$ cat src/rtl/cfg_loader_pkg.sv
// Shared types for the EEPROM configuration loader.
package cfg_loader_pkg;
    typedef enum logic [2:0] {
        PS_IDLE,
        PS_BYTE,
        PS_CSUM,
        PS_WRITE,
        PS_FINISH
    } pstate_t;

    typedef enum logic [1:0] {
        REC_WRITE = 2'd0,
        REC_RSV1  = 2'd1,
        REC_RSV2  = 2'd2,
        REC_END   = 2'd3
    } rec_kind_t;

    localparam logic [7:0] ERASED_BYTE = 8'hFF;
endpackage

$ cat src/rtl/cfg_loader_fetch.sv
// Byte fetcher: owns the EEPROM address counter and keeps at most one
// read outstanding. It assumes the read engine answers every request
// exactly once; a response that arrives with nothing outstanding is dropped.
module cfg_loader_fetch #(
    parameter int ADDR_W = 16
) (
    input  logic              clk,
    input  logic              rst_n,
    input  logic              clear,
    input  logic              want,
    output logic              rd_req,
    output logic [ADDR_W-1:0] rd_addr,
    input  logic              rd_rsp_valid,
    input  logic [7:0]        rd_rsp_data,
    output logic              byte_valid,
    output logic [7:0]        byte_data,
    output logic              byte_last
);
    logic [ADDR_W-1:0] addr_q;
    logic              pend_q;

    // Track the outstanding request and advance the address when its byte returns.
    always_ff @(posedge clk) begin
        if (!rst_n) begin
            addr_q <= '0;
            pend_q <= 1'b0;
        end else if (clear) begin
            addr_q <= '0;
            pend_q <= 1'b0;
        end else if (!pend_q && want) begin
            pend_q <= 1'b1;
        end else if (pend_q && rd_rsp_valid) begin
            pend_q <= 1'b0;
            addr_q <= addr_q + 1'b1;
        end
    end

    assign rd_req     = !pend_q && want && !clear;
    assign rd_addr    = addr_q;
    assign byte_valid = pend_q && rd_rsp_valid;
    assign byte_data  = rd_rsp_data;
    assign byte_last  = (addr_q == '1);
endmodule

$ cat src/rtl/cfg_loader_sum.sv
// Running modulo-2^W sum of the accepted bytes. It is cleared when a load starts.
module cfg_loader_sum #(
    parameter int W = 8
) (
    input  logic         clk,
    input  logic         rst_n,
    input  logic         clr,
    input  logic         add,
    input  logic [W-1:0] value,
    output logic [W-1:0] sum
);
    // Accumulate each accepted byte, wrapping at the width.
    always_ff @(posedge clk) begin
        if (!rst_n)   sum <= '0;
        else if (clr) sum <= '0;
        else if (add) sum <= sum + value;
    end
endmodule

$ cat src/rtl/cfg_loader_parse.sv
// Record parser: splits the byte stream into write records and an end record,
// performs the erased-device check on byte 1 of the first record, and issues
// register writes with a valid/ready handshake. It assumes byte_valid arrives
// only while it asks for data (want high).
module cfg_loader_parse
    import cfg_loader_pkg::*;
#(
    parameter int WORD_W = 14,
    parameter int DATA_W = 32
) (
    input  logic                  clk,
    input  logic                  rst_n,
    input  logic                  start,
    output logic                  want,
    input  logic                  byte_valid,
    input  logic [7:0]            byte_data,
    input  logic                  byte_last,
    output logic                  sum_clr,
    output logic                  sum_add,
    input  logic [7:0]            sum_val,
    output logic                  wr_valid,
    input  logic                  wr_ready,
    output logic [WORD_W-1:0]     wr_word,
    output logic [DATA_W-1:0]     wr_data,
    output logic                  busy,
    output logic                  done,
    output logic                  blank,
    output logic                  type_err,
    output logic                  csum_err
);
    localparam int REC_LEN = 2 + DATA_W / 8;
    localparam int IDX_W   = $clog2(REC_LEN);
    localparam int HI_W    = WORD_W - 8;
    localparam logic [IDX_W-1:0] IDX_LAST = IDX_W'(REC_LEN - 1);

    pstate_t           state_q;
    logic [IDX_W-1:0]  idx_q;
    logic              first_q;
    logic              wrap_q;
    logic [WORD_W-1:0] word_q;
    logic [DATA_W-1:0] data_q;
    rec_kind_t         kind;

    assign kind     = rec_kind_t'(byte_data[7:6]);
    assign want     = (state_q == PS_BYTE) || (state_q == PS_CSUM);
    assign sum_clr  = start && (state_q == PS_IDLE);
    assign sum_add  = (state_q == PS_BYTE) && byte_valid;
    assign wr_valid = (state_q == PS_WRITE);
    assign wr_word  = word_q;
    assign wr_data  = data_q;
    assign busy     = (state_q != PS_IDLE);
    assign done     = (state_q == PS_FINISH);

    // Walk the record bytes, record the status flags, and sequence writes and termination.
    always_ff @(posedge clk) begin
        if (!rst_n) begin
            state_q  <= PS_IDLE;
            idx_q    <= '0;
            first_q  <= 1'b0;
            wrap_q   <= 1'b0;
            word_q   <= '0;
            data_q   <= '0;
            blank    <= 1'b0;
            type_err <= 1'b0;
            csum_err <= 1'b0;
        end else begin
            case (state_q)
                PS_IDLE: if (start) begin
                    state_q  <= PS_BYTE;
                    idx_q    <= '0;
                    first_q  <= 1'b1;
                    wrap_q   <= 1'b0;
                    blank    <= 1'b0;
                    type_err <= 1'b0;
                    csum_err <= 1'b0;
                end
                PS_BYTE: if (byte_valid) begin
                    idx_q <= (idx_q == IDX_LAST) ? '0 : idx_q + 1'b1;
                    if (idx_q == '0) begin
                        word_q[7:0] <= byte_data;
                        if (byte_last) state_q <= PS_FINISH;
                    end else if (idx_q == IDX_W'(1)) begin
                        word_q[WORD_W-1:8] <= byte_data[HI_W-1:0];
                        first_q <= 1'b0;
                        if (first_q && byte_data == ERASED_BYTE) begin
                            blank   <= 1'b1;
                            state_q <= PS_FINISH;
                        end else begin
                            case (kind)
                                REC_WRITE: if (byte_last) state_q <= PS_FINISH;
                                REC_END:   state_q <= byte_last ? PS_FINISH : PS_CSUM;
                                default: begin
                                    type_err <= 1'b1;
                                    state_q  <= PS_FINISH;
                                end
                            endcase
                        end
                    end else begin
                        data_q <= {byte_data, data_q[DATA_W-1:8]};
                        if (idx_q == IDX_LAST) begin
                            state_q <= PS_WRITE;
                            wrap_q  <= byte_last;
                        end else if (byte_last) begin
                            state_q <= PS_FINISH;
                        end
                    end
                end
                PS_CSUM: if (byte_valid) begin
                    csum_err <= (byte_data != sum_val);
                    state_q  <= PS_FINISH;
                end
                PS_WRITE: if (wr_ready) begin
                    state_q <= wrap_q ? PS_FINISH : PS_BYTE;
                end
                default: state_q <= PS_IDLE;
            endcase
        end
    end
endmodule

$ cat src/rtl/cfg_loader.sv
// Serial EEPROM configuration loader top. It couples the byte fetcher, the
// running sum and the record parser, and drives full-word register writes
// whose byte address is the record's double-word index shifted left.
module cfg_loader #(
    parameter int ADDR_W = 16,
    parameter int WORD_W = 14,
    parameter int DATA_W = 32
) (
    input  logic                         clk,
    input  logic                         rst_n,
    input  logic                         start,
    output logic                         rd_req,
    output logic [ADDR_W-1:0]            rd_addr,
    input  logic                         rd_rsp_valid,
    input  logic [7:0]                   rd_rsp_data,
    output logic                         wr_valid,
    input  logic                         wr_ready,
    output logic [WORD_W+$clog2(DATA_W/8)-1:0] wr_addr,
    output logic [DATA_W-1:0]            wr_data,
    output logic [DATA_W/8-1:0]          wr_be,
    output logic                         busy,
    output logic                         done,
    output logic                         blank,
    output logic                         type_err,
    output logic                         csum_err
);
    localparam int LOW_W = $clog2(DATA_W / 8);

    logic              want, byte_valid, byte_last, sum_clr, sum_add;
    logic [7:0]        byte_data, sum_val;
    logic [WORD_W-1:0] wr_word;

    cfg_loader_fetch #(.ADDR_W(ADDR_W)) u_fetch (
        .clk(clk), .rst_n(rst_n), .clear(sum_clr), .want(want),
        .rd_req(rd_req), .rd_addr(rd_addr),
        .rd_rsp_valid(rd_rsp_valid), .rd_rsp_data(rd_rsp_data),
        .byte_valid(byte_valid), .byte_data(byte_data), .byte_last(byte_last)
    );

    cfg_loader_sum #(.W(8)) u_sum (
        .clk(clk), .rst_n(rst_n), .clr(sum_clr), .add(sum_add),
        .value(byte_data), .sum(sum_val)
    );

    cfg_loader_parse #(.WORD_W(WORD_W), .DATA_W(DATA_W)) u_parse (
        .clk(clk), .rst_n(rst_n), .start(start), .want(want),
        .byte_valid(byte_valid), .byte_data(byte_data), .byte_last(byte_last),
        .sum_clr(sum_clr), .sum_add(sum_add), .sum_val(sum_val),
        .wr_valid(wr_valid), .wr_ready(wr_ready), .wr_word(wr_word), .wr_data(wr_data),
        .busy(busy), .done(done), .blank(blank), .type_err(type_err), .csum_err(csum_err)
    );

    assign wr_addr = {wr_word, {LOW_W{1'b0}}};
    assign wr_be   = '1;
endmodule

$ cat config.mk
export PLATFORM = sky130hd
export DESIGN_NAME = cfg_loader
export DESIGN_NICKNAME = d
export VERILOG_FILES = /design/src/rtl/cfg_loader_pkg.sv /design/src/rtl/cfg_loader_fetch.sv /design/src/rtl/cfg_loader_sum.sv /design/src/rtl/cfg_loader_parse.sv /design/src/rtl/cfg_loader.sv
export SDC_FILE = /design/constraint.sdc
export NUM_CORES = 1
export LEC_CHECK = 0
export BUFFER_PORTS_ARGS = -buffer_cell sky130_fd_sc_hd__buf_2
export CORE_MARGIN = 5
export CORE_UTILIZATION = 40
export CTS_CLUSTER_DIAMETER = 120
export DETAILED_ROUTE_END_ITERATION = 6
export SLEW_MARGIN = 20
export SYNTH_ARGS = -nofsm -noshare
export SYNTH_HDL_FRONTEND = slang
export SYNTH_SLANG_ARGS = --single-unit
$ cat constraint.sdc
create_clock -name clk -period 1.8 [get_ports clk]
set_input_delay 0.27 -clock clk [delete_from_list [all_inputs] [get_ports clk]]
set_output_delay 0.27 -clock clk [all_outputs]
set_load 0.05 [all_outputs]
# After elaboration in Yosys (flattened, before gate mapping)
# Cells that the tools add are included.
# word_totals
elab_cells	113
in_bits	13
reg_bits	82
output_inout_bits	75
# classes
reduce_logical	29
addsub	3
bitwise	4
mux	43
eq_ne	21
# ops
operator	n
$mux W3	14
$mux W1	21
$add A16 B1 Y16 const B	1
$eq A16 B16 Y1 const B	1
$ne A2 B2 Y1 const B	8
$pmux W3 S2	2
$pmux W3 S4	1
$reduce_and A4 Y1	3
$reduce_and A6 Y1	2
$pmux W1 S2	5
$reduce_and A3 Y1	3
$add A8 B8 Y8	1
$eq A8 B8 Y1 const B	1
$ne A8 B8 Y1	1
$reduce_and A7 Y1	1
$eq A3 B1 Y1 const B	2
$eq A3 B2 Y1 const B	2
$eq A3 B3 Y1 const B	2
$logic_and A1 B1 Y1	6
$logic_not A3 Y1	2
$ne A2 B1 Y1 const B	3
$reduce_bool A2 Y1	3
$reduce_and A5 Y1	1
$not A1 Y1	4
8 further kinds	10

# Logic depth before layout (Yosys ltp)
# logic_depth
word_depth	8
depth_mapped	8
ltp_nobuf	8

# Cells and area by module
# Synthesis repeated with hierarchy kept, for this count alone.
# hier_totals
cells_unflattened	476
hier_area_um2	4096.4
# modules_own_cells
mod	seq_area_each_um2	cells_each	area_per_inst_um2	n_inst
cfg_loader_parse	1141.1	301	2582.5	1
cfg_loader_fetch	340.3	96	828.3	1
cfg_loader_sum	160.2	71	633.1	1
cfg_loader	0.0	8	52.6	1

# Least setup slack after synthesis
# OpenSTA, ideal clock, no wires.
# synth_timing
kind	register to output
start	register u_parse.state_q[1]
end	output rd_req
required_ns	1.530
path_buffers	1
t_arrival_ns	1.660
setup_slack_ns	-0.130
stages_incl_launch_ff	4
path_cell_list	dfxtp_1 -> buf_2 -> xnor2_1 -> nor3_1
# synth_via
elab_chain_len	4
word_cells_on_any_way	8
classes_between	eq/ne: 2; reduce/logical: 6
# synth_rtl
element	line_no	rtl
start: declaration	cfg_loader_parse.sv:36	pstate_t state_q;
start signal: assignment	cfg_loader_parse.sv:91	REC_END: state_q <= byte_last ? PS_FINISH : PS_CSUM;
start signal: assignment	cfg_loader_parse.sv:113	state_q <= wrap_q ? PS_FINISH : PS_BYTE;
$eq A3 B1 Y1 (tied with other cells)	cfg_loader_parse.sv:45	assign want = (state_q == PS_BYTE) || (state_q == PS_CSUM);
$logic_or A1 B1 Y1 / $logic_and A1 B1 Y1 (equally long branches)	cfg_loader_parse.sv:45, cfg_loader_parse.sv:46	
$logic_and A1 B1 Y1 / $logic_not A1 Y1 (equally long branches)	cfg_loader_fetch.sv:38	assign rd_req = !pend_q && want && !clear;
$logic_and A1 B1 Y1 (*)	cfg_loader_fetch.sv:38	
end: declaration	cfg_loader.sv:12	output logic rd_req,
# Mark *: on every way between the ends. The rest lies on a longest branch, timed or not.

# Worst setup path after layout
# layout_timing
start	register u_sum.sum[0]
end	register u_sum.sum[6]
# layout_via
elab_chain_len	1
# layout_rtl
element	line_no	rtl
start: declaration	cfg_loader_sum.sv:10	output logic [W-1:0] sum
start signal: assignment	cfg_loader_sum.sv:16	else if (add) sum <= sum + value;
$add A8 B8 Y8	cfg_loader_sum.sv:16	
# Every way passes these cells.
# A chain may end at the register's enable or synchronous reset.

==> out/qor.txt <==
status: completed
critical path startpoint: u_sum.sum[0]
most common library cells after synthesis: 89 x nand2_1, 82 x dfxtp_1, 33 x nor2_1
startpoint types: flop
combinational power share: 0.108
die area: 0.0117 mm^2
post-synth top area cell: dfxtp_1
drt pass-1 iters: 4
Pleak: 1.94 nW
P_sw: 0.945 mW
PD cells: 782 mW/mm^2
async set-reset flop share out of synthesis: 0
endpoint type of the worst setup path: flop
Required @ worst endpoint: 2.08 ns
floorplan row count: 35
total grt overflow: 0
hold path startpoint: rd_rsp_data[7]
n_diodes: 0
pin count of the biggest net entering global routing: 52
Cells after DPL: 665
Setup Buffers After CTS: 0
vias in the first global route: 3,146
Worst path max stage delay: 0.34 ns
Total GRT Usage: 0.162
global-route wire length before repair: 15,300 um
register bit total from synthesis: 82
dpl hpwl: 6870 um
Avg Cell Area, Syn: 8.49 um^2
share of layout cells above drive strength 1: 0.279
Worst Path Max Fanout: 3
non-filler cells, final: 681
sequential cell fraction of total power: 0.488
Worst IR Drop VDD: 0.000398 V
total chip power: 3.79 mW
initial antenna violation count: 0
met2 GRT Util: 0.263
total CTS buffers: 9
number of synthesized flops with an enable pin: 0
crit-path cells: ha_4 -> inv_2 -> fa_2 -> nor2b_2 -> o31a_1 -> o21a_1 -> or3_1 -> nand3_1
Area Overhead vs Synth: 26.0%
Worst-Skew Late Latency: 0.34 ns
via count: 3,346
initial core utilization: 0.412
GR Util met3: 0.0304
CORE AREA: 0.00933 mm^2
H-Tree Depth: 3
Slew Viols, Final: 0
fmax: 0.560 GHz
DR DRC count: 0
switching part of the total: 0.249
Clk pwr share: 0.404
Critical R2R Launch: u_sum.sum[0]
grt peak-use layer: met2
register area share after synthesis: 0.427
Fin Setup TNS: 0 ns
Pint: 2.84 mW
vias per cell: 4.91
post-route clock period utilization: 0.991
synthesized instance count: 453
CTS Root Cell: clkbuf_8
Yosys top cell area share: 0.427
# port buffers: 81
endpoints failing setup: 0
routed wire length: 9530 um
RSZ-0062 raised after global routing: yes
fin nets: 571
distinct cell type count after synthesis: 50
Reg clk slew, reported paths: 0.09 ns
slowest CP cell: dfxtp_2
count leader, synth: nand2_1
signal arrival time at the worst endpoint: 2.07 ns
die width: 108 um
final core occ: 0.520
CTS tree: built
GP Congestion: 0.854
IO Pins: 88
Die H: 108 um
Ys Warns: 0
Most used DFF post-synth: dfxtp_1
critical path class: reg2reg
CTS Sinks: 82
clk_skew: 0.00831 ns
Synth area leaders: dfxtp_1 43%, nand2_1 8.7%, a21boi_0 4.9%
Fin Hold WS: 0.239 ns
Max Root-Sink Buffers: 2
Hold Crit Class: in2reg
Max Cap Viol: 0
post-cts hold buffer count: 0
min cycle time layout: 1.78 ns
post-synthesis instance area: 0.00385 mm^2
DRT antenna net count: 0
Final Hold Fails: 0
M1 GR Usage: 0.215
drt wl/cell: 14.0 um
Iter 0 DRT Violations: 143
==> flip-flops by register name, summed over array words and instances (netlist names) <==
| register | count |
|---|---|
| u_parse.wr_word | 14 |
| u_fetch.rd_addr | 16 |
| u_parse.state_q | 3 |
| u_parse.csum_err | 1 |
| u_parse.first_q | 1 |
| u_fetch.pend_q | 1 |
| u_sum.sum | 8 |
| u_parse.wr_data | 32 |
| u_parse.wrap_q | 1 |
| u_parse.blank | 1 |
| u_parse.type_err | 1 |
| u_parse.idx_q | 3 |
==> power by group through the flow <==
stage / combinational [mW] / sequential (mW) / clock [mW]
finish: 0.410 / 1.85 / 1.53
global route: 0.445 / 1.85 / 1.67
CTS: 0.391 / 1.85 / 1.59
detailed placement: 0.389 / 1.89 / 0
global placement: 0.385 / 1.89 / 0
floorplan: 0.253 / 1.91 / 0
==> worst paths after layout <==
path                            cells past startpoint  slack, ns                   to
worst max-delay path                                8       0.02         u_sum.sum[6]
worst min-delay path                                3       0.24  u_parse.wr_data[31]
worst max register to register                      8       0.02         u_sum.sum[6]
worst min register to register                      2       0.46        u_parse.blank
==> critical path: cells and delay by family, from the launching register on <==
family,cells,cell delay [ns]
compound gates,2,0.50
simple gates,3,0.44
fa+ha+maj,2,0.39
flops,1,0.34
buf+inv,1,0.06
==> kinds of logic (layout without fill, tap and decap cells) <==
logic type               Yosys count  after routing  share of synthesized area
AO/OA/AOI/OAI                     86             86                      0.156
XOR/XNOR                          19             19                     0.0433
adder cells (fa/ha/maj)           11             11                     0.0377
buffers and inverters             39            134                     0.0498
flip-flops                        82             82                      0.427
multiplexers                      14             14                     0.0364
other                              2              6                    0.00195
AND/OR/NAND/NOR                  200            200                      0.248
==> final cells by class <==
type                       instances  area [um^2]
timing repair buffer             110          682
inverter                           8         30.0
sequential                        82         1660
multi-input combinational        336         2080
clock buffer                      11          151
fill                             925         4480
tap                              129          161
clock inverter                     5         83.8
==> stage by stage <==
step | cell area, um^2 | setup WS [ns]
2_1_floorplan | 3880 | 0.0161
3_3_place_gp | 4550 | -0.0236
3_5_place_dp | 4550 | -0.0748
4_1_cts | 4790 | 0.0171
5_1_grt | 4850 | -0.0231
6_report | 4850 | 0.0158
==> cell usage in the layout, fill, tap and decap left out, types with 3 or more instances in the layout <==
| cell | n |
|---|---|
| ha_1 | 9 |
| a21oi_1 | 9 |
| a21boi_0 | 25 |
| nand2_1 | 89 |
| nand2b_1 | 5 |
| o21ai_0 | 10 |
| a211oi_1 | 3 |
| nor2b_1 | 19 |
| nor2_1 | 33 |
| inv_1 | 7 |
| or3_1 | 4 |
| and2_1 | 4 |
| xor2_1 | 10 |
| buf_2 | 79 |
| nand3_1 | 11 |
| mux2i_1 | 14 |
| dfxtp_1 | 71 |
| buf_12 | 4 |
| xnor2_1 | 8 |
| and4_1 | 3 |
| conb_1 | 6 |
| nor3_1 | 8 |
| nor4_1 | 5 |
| nand4_1 | 7 |
| a31oi_1 | 4 |
| clkbuf_8 | 11 |
| dfxtp_2 | 10 |
| o21a_1 | 3 |
| o211ai_1 | 5 |
| buf_4 | 25 |
| a21boi_1 | 9 |
==> metal layers <==
layer | part of all wire | vias to the layer above
li1 | - | 1719
met5 | 0 | -
met4 | 0.019 | 0
met1 | 0.48 | 1523
met2 | 0.45 | 88
met3 | 0.050 | 16
==> what timing repair did <==
| item | 4_1_cts | 5_1_grt |
|---|---|---|
| pin swaps | 0 | 5 |
| gates cloned | 0 | 0 |
| setup endpoints to repair | 4 | 28 |
| gates resized for setup | 1 | 17 |
(Power assumes the default switching activity.)
